### src/rtl/busmon_pkg.sv
package busmon_pkg;

  // Conditions decoded from the synchronised lines
  typedef struct packed {
    logic start;    // SDA fell while SCL high
    logic stop;     // SDA rose while SCL high
    logic lowHigh;  // SDA low while SCL high (level)
  } lineEv_t;

  // Strobes from control to the datapath state registers
  typedef struct packed {
    logic clrAll;
    logic seed;
    logic setBusy;
    logic clrBusy;
    logic setFree;
    logic clrFree;
    logic markStart;
    logic markStop;
  } busCmd_t;

  typedef enum logic {ST_OFF = 1'b0, ST_TRACK = 1'b1} monState_t;

endpackage

### src/rtl/busmon_sync.sv
module busmon_sync #(
  parameter int  STAGES    = 2,
  parameter logic RESET_VAL = 1'b1
) (
  input  logic clk,
  input  logic rst_n,
  input  logic din,
  output logic dout
);
  localparam int LAST = STAGES - 1;

  logic [LAST:0] pipe;

  always_ff @(posedge clk or negedge rst_n) begin
    if (!rst_n) pipe <= {STAGES{RESET_VAL}};
    else        pipe <= {pipe[LAST-1:0], din};
  end

  assign dout = pipe[LAST];

  initial begin
    stages_min_chk: assert (STAGES >= 2);
  end
endmodule

### src/rtl/busmon_datapath.sv
module busmon_datapath
  import busmon_pkg::*;
#(
  parameter int SYNC_STAGES = 2
) (
  input  logic    clk,
  input  logic    rst_n,
  input  logic    sdaRaw,
  input  logic    sclRaw,
  input  busCmd_t cmd,
  output lineEv_t ev,
  output logic    busBusy,
  output logic    busFree,
  output logic    startPulse,
  output logic    stopPulse
);
  localparam int NUM_LINES = 2;
  localparam int SDA_IDX   = 0;
  localparam int SCL_IDX   = 1;

  logic [NUM_LINES-1:0] rawLines;
  logic [NUM_LINES-1:0] syncLines;
  logic                 sdaPrev;

  assign rawLines = {sclRaw, sdaRaw};

  for (genvar i = 0; i < NUM_LINES; i++) begin : g_sync
    busmon_sync #(.STAGES(SYNC_STAGES), .RESET_VAL(1'b1)) u_sync (
      .clk  (clk),
      .rst_n(rst_n),
      .din  (rawLines[i]),
      .dout (syncLines[i])
    );
  end

  always_ff @(posedge clk or negedge rst_n) begin
    if (!rst_n) sdaPrev <= 1'b1;
    else        sdaPrev <= syncLines[SDA_IDX];
  end

  always_comb begin
    ev.start   =  sdaPrev & ~syncLines[SDA_IDX] & syncLines[SCL_IDX];
    ev.stop    = ~sdaPrev &  syncLines[SDA_IDX] & syncLines[SCL_IDX];
    ev.lowHigh = ~syncLines[SDA_IDX] & syncLines[SCL_IDX];
  end

  always_ff @(posedge clk or negedge rst_n) begin
    if (!rst_n) begin
      busBusy    <= 1'b0;
      busFree    <= 1'b0;
      startPulse <= 1'b0;
      stopPulse  <= 1'b0;
    end else begin
      startPulse <= cmd.markStart;
      stopPulse  <= cmd.markStop;
      if (cmd.clrAll) begin
        busBusy <= 1'b0;
        busFree <= 1'b0;
      end else if (cmd.seed) begin
        busBusy <= ev.lowHigh;
        busFree <= 1'b0;
      end else begin
        if (cmd.clrBusy)      busBusy <= 1'b0;
        else if (cmd.setBusy) busBusy <= 1'b1;
        if (cmd.setFree)      busFree <= 1'b1;
        else if (cmd.clrFree) busFree <= 1'b0;
      end
    end
  end


  stop_outcome_chk: assert property (@(posedge clk) disable iff (!rst_n)
    cmd.markStop |=> (!busBusy && busFree && stopPulse));


  lowhigh_sets_busy_chk: assert property (@(posedge clk) disable iff (!rst_n)
    cmd.setBusy |=> busBusy);


  free_priority_chk: assert property (@(posedge clk) disable iff (!rst_n)
    (cmd.setFree && cmd.clrFree == 1'b0) |=> busFree);


  pulse_exclusive_chk: assert property (@(posedge clk) disable iff (!rst_n)
    !(startPulse && stopPulse));


  start_width_chk: assert property (@(posedge clk) disable iff (!rst_n)
    startPulse |=> !startPulse);
endmodule

### src/rtl/busmon_ctrl.sv
module busmon_ctrl
  import busmon_pkg::*;
(
  input  logic    clk,
  input  logic    rst_n,
  input  logic    enable,
  input  logic    freeClr,
  input  lineEv_t ev,
  output busCmd_t cmd,
  output logic    busyValid
);
  monState_t state;

  always_ff @(posedge clk or negedge rst_n) begin
    if (!rst_n) state <= ST_OFF;
    else        state <= enable ? ST_TRACK : ST_OFF;
  end

  assign busyValid = (state == ST_TRACK);

  always_comb begin
    cmd = '0;
    if (!enable) begin
      cmd.clrAll = 1'b1;
    end else if (state == ST_OFF) begin
      cmd.seed = 1'b1;
    end else begin
      if (ev.stop) begin
        cmd.clrBusy  = 1'b1;
        cmd.setFree  = 1'b1;
        cmd.markStop = 1'b1;
      end else if (ev.lowHigh) begin
        cmd.setBusy = 1'b1;
      end
      cmd.markStart = ev.start;
      cmd.clrFree   = freeClr & ~ev.stop;
    end
  end


  disabled_idle_chk: assert property (@(posedge clk) disable iff (!rst_n)
    !enable |=> (!busyValid && !cmd.markStart && !cmd.markStop));


  valid_first_edge_chk: assert property (@(posedge clk) disable iff (!rst_n)
    (enable && !busyValid) |=> busyValid);


  valid_needs_enable_chk: assert property (@(posedge clk) disable iff (!rst_n)
    $rose(busyValid) |-> $past(enable));


  start_while_tracking_chk: assert property (@(posedge clk) disable iff (!rst_n)
    cmd.markStart |-> busyValid);
endmodule

### src/rtl/i2c_busy_monitor.sv
module i2c_busy_monitor
  import busmon_pkg::*;
#(
  parameter int SYNC_STAGES = 2
) (
  input  logic clk,
  input  logic rst_n,
  input  logic enable,
  input  logic sdaRaw,
  input  logic sclRaw,
  input  logic freeClr,
  output logic busBusy,
  output logic busFree,
  output logic busyValid,
  output logic startPulse,
  output logic stopPulse
);
  lineEv_t ev;
  busCmd_t cmd;

  busmon_ctrl u_ctrl (
    .clk      (clk),
    .rst_n    (rst_n),
    .enable   (enable),
    .freeClr  (freeClr),
    .ev       (ev),
    .cmd      (cmd),
    .busyValid(busyValid)
  );

  busmon_datapath #(.SYNC_STAGES(SYNC_STAGES)) u_dp (
    .clk       (clk),
    .rst_n     (rst_n),
    .sdaRaw    (sdaRaw),
    .sclRaw    (sclRaw),
    .cmd       (cmd),
    .ev        (ev),
    .busBusy   (busBusy),
    .busFree   (busFree),
    .startPulse(startPulse),
    .stopPulse (stopPulse)
  );


  start_sets_busy_chk: assert property (@(posedge clk) disable iff (!rst_n)
    startPulse |-> busBusy);
endmodule

### config.mk
export PLATFORM = sky130hd
export DESIGN_NAME = i2c_busy_monitor
export DESIGN_NICKNAME = d
export VERILOG_FILES = /design/src/rtl/busmon_pkg.sv /design/src/rtl/busmon_sync.sv /design/src/rtl/busmon_datapath.sv /design/src/rtl/busmon_ctrl.sv /design/src/rtl/i2c_busy_monitor.sv
export SDC_FILE = /design/constraint.sdc
export NUM_CORES = 1
export LEC_CHECK = 0
export CORE_AREA = 2 2 39 41
export DETAILED_ROUTE_END_ITERATION = 12
export DIE_AREA = 0 0 41 43
export GPL_TIMING_DRIVEN = 0
export PLACE_DENSITY = 0.56
export SETUP_SLACK_MARGIN = 0.15
export SYNTH_ARGS = -nofsm -noshare
export SYNTH_HDL_FRONTEND = slang
export SYNTH_SLANG_ARGS = --single-unit
export TNS_END_PERCENT = 50
### constraint.sdc
create_clock -name clk -period 0.92 [get_ports clk]
set_input_delay 0.092 -clock clk [delete_from_list [all_inputs] [get_ports clk]]
set_output_delay 0.092 -clock clk [all_outputs]
set_load 0.02 [all_outputs]
; ---- Yosys cells after proc, flatten, opt, wreduce, memory -nomap -nowiden
; Cells that the tools add are included.
[totals]
input_bits = 6
out_inout_bits = 5
regBits = 10
word_cells = 35
[op_classes]
eq_ne = 2
n_mux = 16
bitwise_logic = 9
[op_table]
columns = op, count
row1 = 2-to-1 mux 1 bit, 13
row2 = "inequality test 4 x 1 -> 1 bit, second input constant", 2
row3 = 2-to-1 mux 7 bit, 1
row4 = AND 1 bit, 6
row5 = 2-to-1 mux 6 bit, 1
row6 = NOT 1 bit, 3
row7 = 2-to-1 mux 2 bit, 1

; ---- Longest topological paths before layout
[depth]
word_depth = 11
mapped_depth = 3
ltp_nobuf = 3

; ---- Cells and area by module
; From an unflattened synthesis, not the netlist that was laid out.
[hier_totals]
cells_unflattened = 29
area_unflattened_um2 = 382.9
[modules_own_cells]
columns = module, seq_area_each_um2, area_each_um2, n_inst, cells_each
row1 = busmon_datapath, 126.4, 192.7, 1, 16
row2 = busmon_sync, 52.6, 52.6, 2, 2
row3 = busmon_ctrl, 25.0, 85.1, 1, 9

; ---- Worst setup path before layout
; No wires, ideal clock.
[synth_path]
kind = register to register
from = reg u_dp.sdaPrev
to = reg u_dp.busBusy
setup_time_ns = 0.078
path_stages_with_launch = 4
path_buffers = 0
setup_slack_ns = 0.057
required_ns = 0.842
period_less_slack_ns = 0.863
arrival_time_ns = 0.785
path_cell_list = dfstp_2 nand2b_1 nand3_1 a21boi_1
[synth_between]
elab_chain_len = 9
word_cells_on_any_way = 11
classes_between = eq/ne (1) / mux (7) / bitwise (3)
[synth_lines]
columns = element, line_no
row1 = start: declaration, busmon_datapath.sv:23  ; logic sdaPrev;
row2 = start signal: assignment, busmon_datapath.sv:38  ; else sdaPrev <= syncLines[SDA_IDX];
row3 = NOT 1 bit *, busmon_datapath.sv:43  ; ev.stop = ~sdaPrev & syncLines[SDA_IDX] & syncLines[SCL_IDX];
row4 = AND 1 bit * (2 in series), busmon_datapath.sv:43
row5 = 2-to-1 mux 2 bit, busmon_ctrl.sv:28  ; if (ev.stop) begin
row6 = 2-to-1 mux 6 bit *, busmon_ctrl.sv:25  ; end else if (state == ST_OFF) begin
row7 = 2-to-1 mux 7 bit *, busmon_ctrl.sv:23  ; if (!enable) begin
row8 = 2-to-1 mux 1 bit, busmon_datapath.sv:63  ; if (cmd.clrBusy) busBusy <= 1'b0;
row9 = 2-to-1 mux 1 bit, busmon_datapath.sv:59  ; end else if (cmd.seed) begin
row10 = 2-to-1 mux 1 bit, busmon_datapath.sv:56  ; if (cmd.clrAll) begin
row11 = end signal: assignment, busmon_datapath.sv:60  ; busBusy <= ev.lowHigh;
row12 = end: declaration, busmon_datapath.sv:12  ; output logic busBusy,
; Mark *: on every way between the ends. The rest lies on a longest branch, timed or not.
; A chain may end at the register's enable or synchronous reset.

; ---- Worst setup path in the final report
; Ends and elaborated chain as after synthesis.

==> impl_metrics.yaml <==
status:
  status: "completed"
layout:
  area_delta_synth_final_pct: 62.2
  antenna_cells: 0
  final_nets: 44
  fin_area_um2: 509
  layout_common_cells: "clkdlybuf4s50_1 (5), buf_6 (5), dfrtp_1 (5), dfstp_2 (5), clkbuf_4 (3)"
  layout-drive-gt1-share: 0.514
worst_setup_path:
  crit_fanout: 2
  setup.worst_path.class: "flip-flop to flip-flop"
  critPathLaunchType: "flip-flop"
  crit_slowest_cell: "dfstp_2"
  crit_family: "flip-flops"
  path_cells: "nand2b_4 > nand3_2 > a21boi_1"
  max_stage_delay_ps: 530
  required_ps: 1100
  crit_buf_inv: 0
  critPathCaptureType: "flip-flop"
  crit_arrival_ps: 1080
synth:
  yosysUniqueCellTypes: 10
  yosysSeqAreaShare: 0.817
  synth.top_cell.area_share: 0.418
  syn-num-nets: 27
  synth.top_cells.by_area: "dfstp_2 (42%), dfrtp_1 (40%), nand2b_1 (6.0%)"
  ys_warn_count: 0
  synthesis.area_um2: 314
  yosysTopAreaCell: "dfstp_2"
  ys_ff_latch: 10
  synthCells: 21
  avgSynthCellArea_um2: 15.0
die:
  die_w_um: 41
  row_count: 14
  die_height_um: 43
  pin_count: 11
  dieArea_mm2: 0.00176
  core_mm2: 0.00138
  start_util: 0.227
global_route:
  gr-total-overflow: 0
  grt_pass1_wl_um: 862
  grt_max_degree: 11
  antenna_found_initial: 0
  grt_pass1_vias: 231
  grtUsageTotal: 0.0804
timing:
  period_share: 0.980
  slew_violations: 0
  tns_ps: 0
  setup_slack_ps: 18.8
  finalSetupViolCount: 0
  rsz0062_at_grt: "yes"
  period_minus_slack_ps: 901
  worst_pin_slew_ps: 452
  clock_skew_ps: 0.818
  max_freq_ghz: 1.11
  maxSlewHeadroom: 0.697
  hold_viol: 0
placed_design:
  dp_slack_ps: -129
  gp_congestion: 0.524
  place_area_um2: 434
  portBuffers: 10
cts:
  clock-sinks: 10
  cts_tree: "yes"
  worstSkewPairLatency_ps: 250
  clk_pin_slew_ps: 60
  h-tree-depth: 1
  cts_made_buffers: 3
  cts_buffer_depth: 2
  root_buffer: "clkbuf_4"
  cts_hold_buf: 0
detailed_routing:
  drt_wl_total_um: 566
  vias: 214
  drtIter0Drc: 0
  wl_per_cell_um: 10.7
  drtAntennaViolNets: 0
  drcViolationCount: 0
  first_pass_iters: 1
  viasPerCell: 4.04
power_and_ir_drop:
  seqPwrFrac: 0.515
  power_density_mw_per_mm2: 1830
  clockPowerShare: 0.403
  p_total_uw: 931
  leakage_nw: 0.228
  power.internal_uw: 750
  power_frac_comb: 0.082
  power_switching_uw: 180
  swShare: 0.194
  vdd.ir_drop.worst_mv: 0.536
worst_hold_path:
  min_path_type: "input port to asynchronous set/reset pin"
run:
  max_cap_violations: 0
[worst paths after layout]
kind,from,end,slack (ps),cells after the start
max reg2reg,u_dp.sdaPrev,u_dp.busBusy,20,3
max,u_dp.sdaPrev,u_dp.busBusy,20,3
min,rst_n,u_ctrl.busyValid,150,1
max in group asynchronous,rst_n,u_dp.g_sync[0].u_sync.pipe[1],430,1
min reg2reg,u_dp.g_sync[0].u_sync.pipe[0],u_dp.g_sync[0].u_sync.pipe[1],360,0
min in group clk,sdaRaw,u_dp.g_sync[0].u_sync.pipe[0],240,1
[metrics by stage]
| step | cells | utilization | hold WS [ps] |
|---|---|---|---|
| 4_1_cts | 53 | 0.346 | 148 |
| 3_3_place_gp | 47 | 0.314 | 346 |
| 3_5_place_dp | 47 | 0.314 | 353 |
| 6_report | 53 | 0.368 | 151 |
| 2_1_floorplan | 21 | - | -204 |
| 5_1_grt | 53 | 0.368 | 169 |
[cell type report]
cell class,instances,area (µm²)
flip-flops and latches,10,256
well taps,16,20.0
inverters,1,3.75
repair buffers,12,121
clock buffers,4,36.3
multi-input cells,10,71.3
fillers,137,875
[power groups by stage]
stage	Clock [mW]	Sequential [mW]	Combinational, mW
global placement	0	0.482	0.0643
detailed placement	0	0.484	0.0658
finish	0.375	0.479	0.0762
global route	0.422	0.482	0.0834
floorplan	0	0.490	0.0119
CTS	0.398	0.477	0.0690
[kinds of logic after synthesis]
logic type / Yosys count / synth area share
compound gates: 2 / 0.0398
simple gates: 8 / 0.131
buf+inv: 1 / 0.0119
flops: 10 / 0.817
[sequential cells by signal, indices dropped and copies added (netlist names)]
signal	count
u_dp.busFree	1
u_dp.stopPulse	1
u_dp.startPulse	1
u_ctrl.busyValid	1
u_dp.busBusy	1
u_dp.sdaPrev	1
u_dp.g_sync.u_sync.pipe	4
[metal layers]
layer / up-vias / wire length, µm / GRT usage
met3: 0 / 52 / 0.0314
met1: 103 / 197 / 0.0738
met2: 11 / 316 / 0.131
met5: - / 0 / 0
met4: 0 / 0 / 0.0600
li1: 100 / - / -
[synthesized netlist by cell type]
library cell  n
dfrtp_1       5
dfstp_2       5
nand2b_1      3
nand3_1       2
a21boi_1      1
a21oi_1       1
inv_1         1
nand2_1       1
nor2_1        1
nor3_1        1
[what timing repair did]
action	CTS	global route
buffers inserted	2	0
pin swaps	0	2
setup endpoints to repair	9	9
gates resized for setup	26	7
(Power assumes the default switching activity.)
